<file path="config.mk">
export PLATFORM = sky130hd
export DESIGN_NAME = stein_gcd
export DESIGN_NICKNAME = d
export VERILOG_FILES = /design/src/rtl/gcd_pkg.sv /design/src/rtl/gcd_fsm.sv /design/src/rtl/gcd_datapath.sv /design/src/rtl/gcd_report.sv /design/src/rtl/stein_gcd.sv
export SDC_FILE = /design/constraint.sdc
export NUM_CORES = 1
export LEC_CHECK = 0
export CORE_MARGIN = 8
export CORE_UTILIZATION = 25
export CTS_CLUSTER_DIAMETER = 30
export DETAILED_ROUTE_END_ITERATION = 8
export PLACE_DENSITY = 0.46
export REMOVE_ABC_BUFFERS = 1
export SETUP_SLACK_MARGIN = 0.15
export SLEW_MARGIN = 25
export SYNTH_ARGS = -nofsm -noshare
export SYNTH_HDL_FRONTEND = slang
export SYNTH_HIERARCHICAL = 1
export SYNTH_SLANG_ARGS = --single-unit
</file>
<file path="constraint.sdc">
create_clock -name clk -period 4.5 [get_ports clk]
set_clock_uncertainty 0.05 [all_clocks]
set_input_delay 0.45 -clock clk [delete_from_list [all_inputs] [get_ports clk]]
set_output_delay 0.45 -clock clk [all_outputs]
set_load 0.03 [all_outputs]
</file>
<file path="src/rtl/gcd_pkg.sv">
package gcd_pkg;
    typedef enum logic [2:0] {
        ST_IDLE,
        ST_STRIP,
        ST_NORM_A,
        ST_NORM_B,
        ST_SUBTR,
        ST_REPORT
    } gcd_state_e;
endpackage

</file>
<file path="src/rtl/gcd_fsm.sv">
module gcd_fsm
    import gcd_pkg::*;
(
    input  logic       clk,
    input  logic       rst,
    input  logic       start,
    input  logic       zero_in,
    input  logic       a_lsb,
    input  logic       b_lsb,
    input  logic       diff_zero,
    output gcd_state_e state
);
    gcd_state_e nxt;

    // State register
    always_ff @(posedge clk) begin
        if (rst) state <= ST_IDLE;
        else     state <= nxt;
    end

    // Next-state selection
    always_comb begin
        nxt = state;
        unique case (state)
            ST_IDLE:   if (start) nxt = zero_in ? ST_REPORT : ST_STRIP;
            ST_STRIP:  if (a_lsb || b_lsb) nxt = ST_NORM_A;
            ST_NORM_A: if (a_lsb) nxt = ST_NORM_B;
            ST_NORM_B: if (b_lsb) nxt = ST_SUBTR;
            ST_SUBTR:  nxt = diff_zero ? ST_REPORT : ST_NORM_B;
            ST_REPORT: nxt = ST_IDLE;
            default:   nxt = ST_IDLE;
        endcase
    end
endmodule

</file>
<file path="src/rtl/gcd_datapath.sv">
module gcd_datapath
    import gcd_pkg::*;
#(
    parameter int W  = 32,
    parameter int KW = $clog2(W + 1)
) (
    input  logic          clk,
    input  logic          rst,
    input  gcd_state_e    state,
    input  logic          start,
    input  logic [W-1:0]  in_a,
    input  logic [W-1:0]  in_b,
    output logic [W-1:0]  opa,
    output logic [KW-1:0] shift_k,
    output logic          zero_in,
    output logic          a_lsb,
    output logic          b_lsb,
    output logic          diff_zero
);
    logic [W-1:0] opb;
    logic [W-1:0] small_v, big_v, diff_v;
    logic         swap;

    assign zero_in   = (in_a == '0) || (in_b == '0);
    assign a_lsb     = opa[0];
    assign b_lsb     = opb[0];
    assign swap      = opa > opb;
    assign small_v   = swap ? opb : opa;
    assign big_v     = swap ? opa : opb;
    assign diff_v    = big_v - small_v;
    assign diff_zero = (diff_v == '0);

    always_ff @(posedge clk) begin
        if (rst) begin
            opa     <= '0;
            opb     <= '0;
            shift_k <= '0;
        end else begin
            unique case (state)
                ST_IDLE: begin
                    if (start) begin
                        shift_k <= '0;
                        if (zero_in) begin
                            opa <= in_a | in_b;
                            opb <= '0;
                        end else begin
                            opa <= in_a;
                            opb <= in_b;
                        end
                    end
                end
                ST_STRIP: begin
                    if (!opa[0] && !opb[0]) begin
                        opa     <= opa >> 1;
                        opb     <= opb >> 1;
                        shift_k <= shift_k + 1'b1;
                    end
                end
                ST_NORM_A: if (!opa[0]) opa <= opa >> 1;
                ST_NORM_B: if (!opb[0]) opb <= opb >> 1;
                ST_SUBTR: begin
                    opa <= small_v;
                    opb <= diff_v;
                end
                ST_REPORT: ;
                default: ;
            endcase
        end
    end
endmodule

</file>
<file path="src/rtl/gcd_report.sv">
module gcd_report #(
    parameter int W  = 32,
    parameter int KW = $clog2(W + 1)
) (
    input  logic          clk,
    input  logic          rst,
    input  logic          fire,
    input  logic [W-1:0]  odd_part,
    input  logic [KW-1:0] shift_k,
    output logic [W-1:0]  result,
    output logic          done
);
    always_ff @(posedge clk) begin
        if (rst) begin
            result <= '0;
            done   <= 1'b0;
        end else begin
            done <= fire;
            if (fire) result <= odd_part << shift_k;
        end
    end
endmodule

</file>
<file path="src/rtl/stein_gcd.sv">
module stein_gcd
    import gcd_pkg::*;
#(
    parameter int W = 32
) (
    input  logic         clk,
    input  logic         rst,
    input  logic         start,
    input  logic [W-1:0] op_a,
    input  logic [W-1:0] op_b,
    output logic         busy,
    output logic         done,
    output logic [W-1:0] result
);
    localparam int KW = $clog2(W + 1);

    gcd_state_e    state;
    logic [W-1:0]  opa;
    logic [KW-1:0] shift_k;
    logic          zero_in, a_lsb, b_lsb, diff_zero;

    gcd_fsm u_fsm (
        .clk(clk), .rst(rst), .start(start), .zero_in(zero_in),
        .a_lsb(a_lsb), .b_lsb(b_lsb), .diff_zero(diff_zero), .state(state)
    );

    gcd_datapath #(.W(W), .KW(KW)) u_dp (
        .clk(clk), .rst(rst), .state(state), .start(start),
        .in_a(op_a), .in_b(op_b), .opa(opa), .shift_k(shift_k),
        .zero_in(zero_in), .a_lsb(a_lsb), .b_lsb(b_lsb), .diff_zero(diff_zero)
    );

    gcd_report #(.W(W), .KW(KW)) u_rep (
        .clk(clk), .rst(rst), .fire(state == ST_REPORT),
        .odd_part(opa), .shift_k(shift_k), .result(result), .done(done)
    );

    // Output process
    always_comb begin
        busy = (state != ST_IDLE);
    end
endmodule

</file>
# After elaboration in Yosys (flattened, before gate mapping)
# Index checks and enable logic that the tools add are counted.
# Widths: inputs -> output; s select.
dict set report classes {
  mux 22
  n_shift 1
  order_cmp 1
  reduce_logical 19
  n_bitwise 1
  eq_ne 12
  addsub 2
}
# op n
set op_table {}
lappend op_table {{$mux 32} 10}
lappend op_table {{$pmux 32 s4} 2}
lappend op_table {{$logic_not 32->1} 3}
lappend op_table {{$gt 32x32->1} 1}
lappend op_table {{$or 32x32->32} 1}
lappend op_table {{$shl 32x6->32} 1}
lappend op_table {{$sub 32x32->32} 1}
lappend op_table {{$mux 3} 6}
lappend op_table {{$pmux 3 s5} 1}
lappend op_table {{$mux 6} 2}
lappend op_table {{$pmux 6 s2} 1}
lappend op_table {{$reduce_and 4->1} 3}
lappend op_table {{$reduce_and 3->1} 3}
lappend op_table {{$ne 2x2->1 const B} 4}
lappend op_table {{$reduce_bool 4->1} 2}
lappend op_table {{$add 6x1->6 const B} 1}
lappend op_table {{$eq 3x2->1 const B} 2}
lappend op_table {{$eq 3x3->1 const B} 2}
lappend op_table {{$ne 2x1->1 const B} 3}
lappend op_table {{$eq 3x1->1 const B} 1}
lappend op_table {{$logic_not 3->1} 1}
lappend op_table {{$reduce_bool 3->1} 1}
lappend op_table {{$logic_not 1->1} 2}
lappend op_table {{$logic_or 1x1->1} 2}
lappend op_table {{other kinds (2)} 2}
dict set report word_totals {
  wordCells 66
  input_bits 67
  register_bits 106
  output_inout_bits 34
}

# Longest topological paths before layout
# Gate-level depths: netlist (run 1).
dict set report logic_depth {
  ltp_word 6
  depth_mapped 24
  mapped_depth_nobuf 21
}

# Modules after synthesis
# Netlist (run 1), hierarchy kept.
# module area_per_inst_um2 seq_area_each_um2 n_inst cells_per_inst
set modules_own_cells {}
lappend modules_own_cells {gcd_datapath 7190.6 1401.3 1 976}
lappend modules_own_cells {gcd_report 3131.8 660.6 1 335}
lappend modules_own_cells {gcd_fsm 188.9 60.1 1 20}
lappend modules_own_cells {stein_gcd 16.3 0.0 1 2}

# Worst setup path before layout (run 1)
# OpenSTA, ideal clock, no wires.
dict set report synth_timing {
  kind {register to register}
  start {register u_dp.opb[17]}
  end {register u_fsm.state[2]}
  arrival_ns 4.791
  path_slack_ns -0.459
  required_time_ns 4.332
  setup_time_ns 0.118
  n_path_buf 3
  stages_incl_launch_ff 25
  period_less_slack_ns 4.959
  cell_sequence {dfxtp_1 inv_1 ha_1 buf_2 a21o_1 a221o_1 a22oi_1 a21oi_2 buf_2 a32oi_1 and2_1 ha_1 a21o_1 o311ai_4 a211oi_1 and3b_1 clkbuf_1 nor4_2 o311ai_1 and3_1 o221a_2 and4b_1 mux2_2 a22oi_1 nor3_1}
}
dict set report synth_via {
  elab_chain_len 6
  word_cells_on_any_way 7
  cone_classes {add/sub: 1; order compare: 1; mux: 4; reduce/logical: 1}
}
# element line
set synth_lines {}
lappend synth_lines {{start: declaration} gcd_datapath.sv:20} ;# logic [W-1:0] opb;
lappend synth_lines {{start signal: assignment} gcd_datapath.sv:48} ;# opb <= in_b;
lappend synth_lines {{start signal: assignment} gcd_datapath.sv:55} ;# opb <= opb >> 1;
lappend synth_lines {{start signal: assignment} gcd_datapath.sv:60} ;# ST_NORM_B: if (!opb[0]) opb <= opb >> 1;
lappend synth_lines {{$gt 32x32->1} gcd_datapath.sv:27} ;# assign swap = opa > opb;
lappend synth_lines {{$mux 32, on equally long branches} {gcd_datapath.sv:29, gcd_datapath.sv:28}}
lappend synth_lines {{$sub 32x32->32 *} gcd_datapath.sv:30} ;# assign diff_v = big_v - small_v;
lappend synth_lines {{$logic_not 32->1 *} gcd_datapath.sv:31} ;# assign diff_zero = (diff_v == '0);
lappend synth_lines {{named net diff_zero} stein_gcd.sv:20} ;# logic zero_in, a_lsb, b_lsb, diff_zero;
lappend synth_lines {{$mux 3 *} gcd_fsm.sv:29} ;# ST_SUBTR: nxt = diff_zero ? ST_REPORT : ST_NORM_B;
lappend synth_lines {{$pmux 3 s5 *} gcd_fsm.sv:24} ;# unique case (state)
lappend synth_lines {{end signal: assignment} gcd_fsm.sv:18} ;# else state <= nxt;
lappend synth_lines {{end: declaration} gcd_fsm.sv:11} ;# output gcd_state_e state
# The timed path passes the listed nets; every way through them passes the cells marked *.
# A chain may end at the register's enable or synchronous reset.

# Worst setup path after layout (run 1)
dict set report layout_timing {
  start {register u_dp.opb[29]}
  end {register u_fsm.state[2]}
}
# The elaborated chain is that of the path after synthesis.

==> out/results.txt, run 1 <==
mux share of post-synthesis cell area - 12.6%
Slowest cell on crit path - or4_1
Mapped Area - 0.0105 mm2
Placer Congestion - 0.937
Placed Area - 0.0139 mm2
post-synthesis compound-gate area fraction - 32.6%
final max-slew violation count - 0
crit-path max cell delay - 550 ps
Util after Layout - 35.4%
cell area after layout - 0.0148 mm2
worst-path fanout max - 6
Synth-to-Final Area Change - 40.5%
Post-synth EDFFs - 0
Post-synth ARST share - 0%
initial antenna violation count - 0
Worst Setup End Kind - flop
H-Tree Depth - 3
Initial DRC Count - 1,031
distinct cell type count after synthesis - 101
Final Setup Violations - 4
Clk Latency, worst-skew pair - 390 ps
final hold vios - 0
Bufs on Longest Clock Path - 2
Adder-Cell Fraction of Synth Area - 4.16%
Post-synth top flop - dfxtp_1
largest area contributor in the netlist - dfxtp_1
CP Data Required Time - 4760 ps
worst setup margin - -478 ps
nets - 1,731
Port Buf Inserts - 100
DR vias - 12,400
GR Util met2 - 34.3%
I/O Pins - 101
most frequent CP cell - buf_6
DP Wirelength - 39,100 um
hold crit path type - flop to flop
Core ar. - 0.0418 mm2
wire per inst - 23.1 um
Mapped Avg Cell Area - 7.90 um2
row count - 75
CP cell instances - inv_2 -> ha_4 -> nand4_1 -> buf_6 -> nor4_4 -> and4bb_2 -> buf_6 -> a21oi_4 -> buf_6 -> a32o_2 -> or2_0 -> a221o_1 -> a221oi_2 -> xor2_1 -> nand3_1 -> or4_1 -> and4bb_1 -> and4b_1 -> mux2_4 -> a22oi_2 -> nor3_1
Final ANT Viol Nets - 0
CTS buffer count - 9
CTS Sinks - 106
Crit Path Class - flop to flop
grt ovf - 0
drt pass-1 iters - 9
RSZ-0062 raised after global routing - yes
Post-Synth Simple-Gate Area - 21.9%
DR DRC count - 15
chip width - 221 um
Startpoint Class - flop
number of synthesized register bits - 106
met1 usage - 23.9%
met3 Use GR - 2.20%
Synth top cells by count - 143 x nor2_1, 114 x nand2_1, 106 x dfxtp_1, 91 x a21oi_1, 60 x clkbuf_1
gr busiest metal - met2
Inserted Diodes - 0
crit path time final - 4980 ps
die height - 221 um
Highest Clock Rate - 201 MHz
Tcrit/Tclk final - 111%
XOR/XNOR Fraction of Synth Area - 2.16%
outcome - complete, but fails checks
Setup WS pre-CTS - -642 ps
Slew headroom - 31.4%
global-route wire length before repair - 77,100 um
cell family with the largest share of critical-path delay - simple AND/OR/NAND/NOR gates
Arrival @ worst endpoint - 5240 ps
vias in the first global route - 12,700
most frequent cell after synthesis - nor2_1
Post-Route WL - 50,200 um
Slew @ Worst Pin - 1030 ps
Max Cap Violations - 0
Hold Slack - 391 ps
Root Buffer Master - clkbuf_16
failing checks - design-rule violations, negative setup slack
Seq/Total Area, Yosys - 20.2%
WP buf/inv - 4
layout cells sized above 1 - 29.1%
Yosys top cell area share - 20.2%
Initial Utilization - 25.2%
largest net degree at the start of global routing - 65
top cells by area, synth - dfxtp_1 20%, nor2_1 5.1%, mux4_2 4.9%
CTS clk-pin slew, worst paths - 80 ps
die area - 0.0489 mm2
vias per inst - 5.69
largest family of logic cells by synthesized area - compound AO/OA/AOI/OAI gates
Yosys warnings - 6
Cells after Synth - 1,333
gr usage total - 19.8%
CTS tree - yes
-- cell usage in the layout (no fill, tap or decap), drive strengths merged, types with 6 or more instances in the layout --
master	count
ha	35
clkdlybuf4s50	99
a21oi	92
o31ai	6
or3	12
nor3	26
a221oi	57
and2	15
a211oi	28
xor2	10
o21a	11
mux4	23
dfxtp	106
nor2	144
xnor2	16
clkbuf	12
o221ai	6
nand3b	7
inv	50
o22ai	13
o21ai	35
nor4	24
and3	12
mux2	34
o211ai	14
nand2	116
nor2b	24
nand4	17
a22oi	48
nand2b	14
nand3	24
buf	287
mux2i	42
a221o	39
a31oi	13
a21o	26
-- worst min-delay path: stages, from the launching register on --
cell and delay [ps]:
dfxtp_1 320, nand2_1 50, nand2_1 40
-- layer usage --
layer  part of all wire [%]  wire length [um]  vias up
met5                      0                 0        -
met3                    4.0              2000      128
li1                       -                 -     5752
met1                     42             21300     6063
met2                     48             24300      409
met4                    5.3              2690        0
-- through the flow --
stage,setup TNS (ps),instances
final,-1010,2172
after global routing,-2260,2172
after CTS,-1040,2168
after detailed placement,-2070,2141
after global placement,-1420,2141
after floorplan,-18410,1232
-- timing repair --
| action | 4_1_cts | 5_1_grt |
|---|---|---|
| resized for setup | 62 | 35 |
| buffers inserted | 12 | 3 |
| hold buffers | 0 | 0 |
| pin swaps | 31 | 25 |
| endpoints found under the setup margin | 11 | 17 |
-- worst paths after layout --
path               startpoint          endpoint  slack (ps)  cells past startpoint
max              u_dp/opb[29]    u_fsm/state[2]        -480                     21
min          u_rep/result[21]  u_rep/result[21]         390                      2
max reg2reg      u_dp/opb[29]    u_fsm/state[2]        -480                     21
min reg2reg  u_rep/result[21]  u_rep/result[21]         390                      2
-- cells by family after synthesis --
group                    after synthesis
adder cells (fa/ha/maj)               35
AND/OR/NAND/NOR                      461
AO/OA/AOI/OAI                        454
flip-flops                           106
XOR/XNOR                              26
multiplexers                          99
buffers and inverters                152
-- registers in the layout, indices dropped and copies added, names as in the netlist --
| signal | cells |
|---|---|
| u_dp/shift_k | 6 |
| u_rep/done | 1 |
| u_dp/opb | 32 |
| u_fsm/state | 3 |
| u_dp/opa | 32 |
| u_rep/result | 32 |
-- layout make-up --
| class | instances | area [um2] |
|---|---|---|
| well taps | 539 | 674 |
| multi-input cells | 1075 | 8260 |
| clock inverters | 3 | 25.0 |
| repair buffers | 386 | 3250 |
| flip-flops and latches | 106 | 2140 |
| fillers | 4341 | 27000 |
| clock buffers | 12 | 256 |
| inverters | 51 | 191 |
Power of run 1 is left out: the tool's default activity adds up to more than one toggle a clock period on the data nets, which glitch-free logic cannot reach.
==> inputs of run 2 (changes only) <==
PLACE_DENSITY = 0.44   (was 0.46)
REMOVE_ABC_BUFFERS = default   (was 1)
clock period = 5.9 ns   (was 4.5 ns; I/O delays follow)
==> run 2 against run 1 <==
Compared with the run above:
- critical path depth did not move
- core utilization fell by 4.8 points
- the flow now finishes without violations
- sequential cell count did not move
- final cell count fell by 9.2%
- critical path type unchanged
- highest routed layer unchanged
- maximum frequency fell by 9.7%
- critical endpoint unchanged
- largest cell class unchanged
- sequential share of layout area rose by 2.2 points
- register-to-register slack improved by 870 ps
==> out/results.txt, run 2 (synthesis gave the netlist of run 1 again) <==
gr usage total - 19.1% (-0.75 points)
initial antenna violation count - 0 (unchanged)
global-route wire length before repair - 73,100 um (-5.2%)
row count - 75 (unchanged)
die height - 221 um (unchanged)
Final Setup Violations - 0 (-4)
DR DRC count - 0 (-15)
Arrival @ worst endpoint - 5700 ps (+460 ps)
Sw Ratio - 54.7%
largest net degree at the start of global routing - 70 (+7.7%)
Peak VDD IR - 0.000298 V
CP Data Required Time - 6090 ps (+1330 ps)
Core ar. - 0.0418 mm2 (unchanged)
total chip power - 9.83 mW
Clk Latency, worst-skew pair - 390 ps (about the same)
Worst Setup End Kind - flop
CTS clk-pin slew, worst paths - 90 ps (about the same)
Crit Path Class - flop to flop
final max-slew violation count - 0 (unchanged)
wire per inst - 24.7 um (+6.9%)
Slew @ Worst Pin - 1030 ps (+6.53 ps)
Logic pwr share - 81.3%
Synth-to-Final Area Change - 21.5%
vias in the first global route - 11,400 (-10%)
nets - 1,531 (-12%)
DP Wirelength - 36,700 um (-6.1%)
CTS tree - yes
Initial DRC Count - 1,059 (+2.7%)
fillers - 4,383 (+0.97%)
Final ANT Viol Nets - 0 (unchanged)
vias per inst - 5.89 (+3.7%)
Port Buf Inserts - 100 (unchanged)
most frequent cells in the layout - 141 x nor2_1, 114 x nand2_1, 103 x dfxtp_1
clock group share of total power - 6.9%
Post-Route WL - 48,700 um (-3.0%)
Cell Int Power - 4.46 mW
biggest regs - u_dp/opa x32, u_dp/opb x32, u_rep/result x32
Leakage - 4.71 nW
CTS buffer count - 9 (unchanged)
Placer Congestion - 0.935 (-0.17%)
Sw Pwr - 5.38 mW
grt ovf - 0 (unchanged)
Highest Clock Rate - 181 MHz (-9.7%)
setup TNS - 0 ps (+1010 ps)
Inserted Diodes - 0 (unchanged)
drt pass-1 iters - 6 (-3)
RSZ-0062 raised after global routing - no
hold crit path type - flop to flop
worst-path fanout max - 11 (+5)
final hold vios - 0 (unchanged)
Initial Utilization - 25.2% (unchanged)
die area - 0.0489 mm2 (unchanged)
Startpoint Class - flop
crit path time final - 5510 ps (+532 ps)
commonest non-fill, non-tap cell in the layout - nor2_1
Bufs on Longest Clock Path - 2 (unchanged)
chip width - 221 um (unchanged)
outcome - finished, final reports clean
layout cells sized above 1 - 14.8% (-14 points)
syn nets - 1,435
PD cells - 769 mW/mm2
share of total power in sequential cells - 11.8%
DR vias - 11,600 (-5.9%)
CTS Sinks - 106 (unchanged)
Tcrit/Tclk final - 93.4% (-17 points)
Max Cap Violations - 0 (unchanged)
H-Tree Depth - 3 (unchanged)
Hold Slack - 392 ps (+0.782 ps)
Root Buffer Master - clkbuf_16
Slew headroom - 31.0% (-0.35 points)
I/O Pins - 101 (unchanged)
==> run 2: timing repair <==
item,in CTS,in global routing
hold buffers,0,0
buffers inserted,0,2
endpoints found under the setup margin,0,2
resized for setup,0,8
==> run 2: cell type report <==
type                    instances  area (um2)  area share, %
inverters                      51         191           1.50
multi-input cells            1075        7830           61.2
repair buffers                186        1660           13.0
clock buffers                  10         239           1.87
flip-flops and latches        106        2130           16.6
well taps                     539         674           5.27
clock inverters                 5        62.6          0.489
==> run 2: metal layers <==
| layer | global-route usage, % | part of all wire [%] | up-vias |
|---|---|---|---|
| li1 | - | - | 5354 |
| met1 | 23.9 | 43 | 5737 |
| met2 | 32.1 | 48 | 440 |
| met3 | 2.54 | 4.8 | 93 |
| met4 | 9.00 | 4.6 | 0 |
| met5 | 0 | 0 | - |
==> run 2: critical path, cell delays in order (launching register included) <==
cell and delay [ps]:
dfxtp_1 380, inv_1 90, ha_1 480, and4_4 300, nand2_2 90, o41a_2 500, o41a_2 210, a2bb2oi_1 310
and2_1 210, ha_1 150, a21o_1 140, o311ai_4 110, a211oi_2 280, and3b_1 260, nor4_2 400, o311ai_1 210
and3_1 240, o221a_2 270, and4b_1 220, mux2_2 260, a22oi_1 140, nor3_1 60
==> run 2: power groups by stage <==
stage | Sequential (mW) | Clock [mW] | Combinational [mW]
2_1_floorplan | 1.14 | 0 | 4.98
3_3_place_gp | 1.17 | 0 | 7.86
3_5_place_dp | 1.17 | 0 | 7.76
4_1_cts | 1.15 | 0.693 | 7.80
5_1_grt | 1.19 | 0.719 | 8.51
6_report | 1.16 | 0.676 | 8.00
==> run 2: worst paths after layout <==
kind / startpoint / to / slack [ps] / cells past startpoint
setup / recovery: u_dp/opb[10] / u_fsm/state[2] / 390 / 21
hold / removal: u_rep/result[21] / u_rep/result[21] / 390 / 2
setup reg to reg: u_dp/opb[10] / u_fsm/state[2] / 390 / 21
hold reg to reg: u_rep/result[21] / u_rep/result[21] / 390 / 2
==> run 2: through the flow <==
stage	instance area (um2)	instances	setup slack, ps	util [%]
2_1_floorplan	10500	1333	941	-
3_3_place_gp	12400	1954	314	29.7
3_5_place_dp	12400	1954	319	29.7
4_1_cts	12700	1969	287	30.5
5_1_grt	12800	1972	154	30.6
6_report	12800	1972	390	30.6
Note: power is estimated with default switching activity, not from simulation.
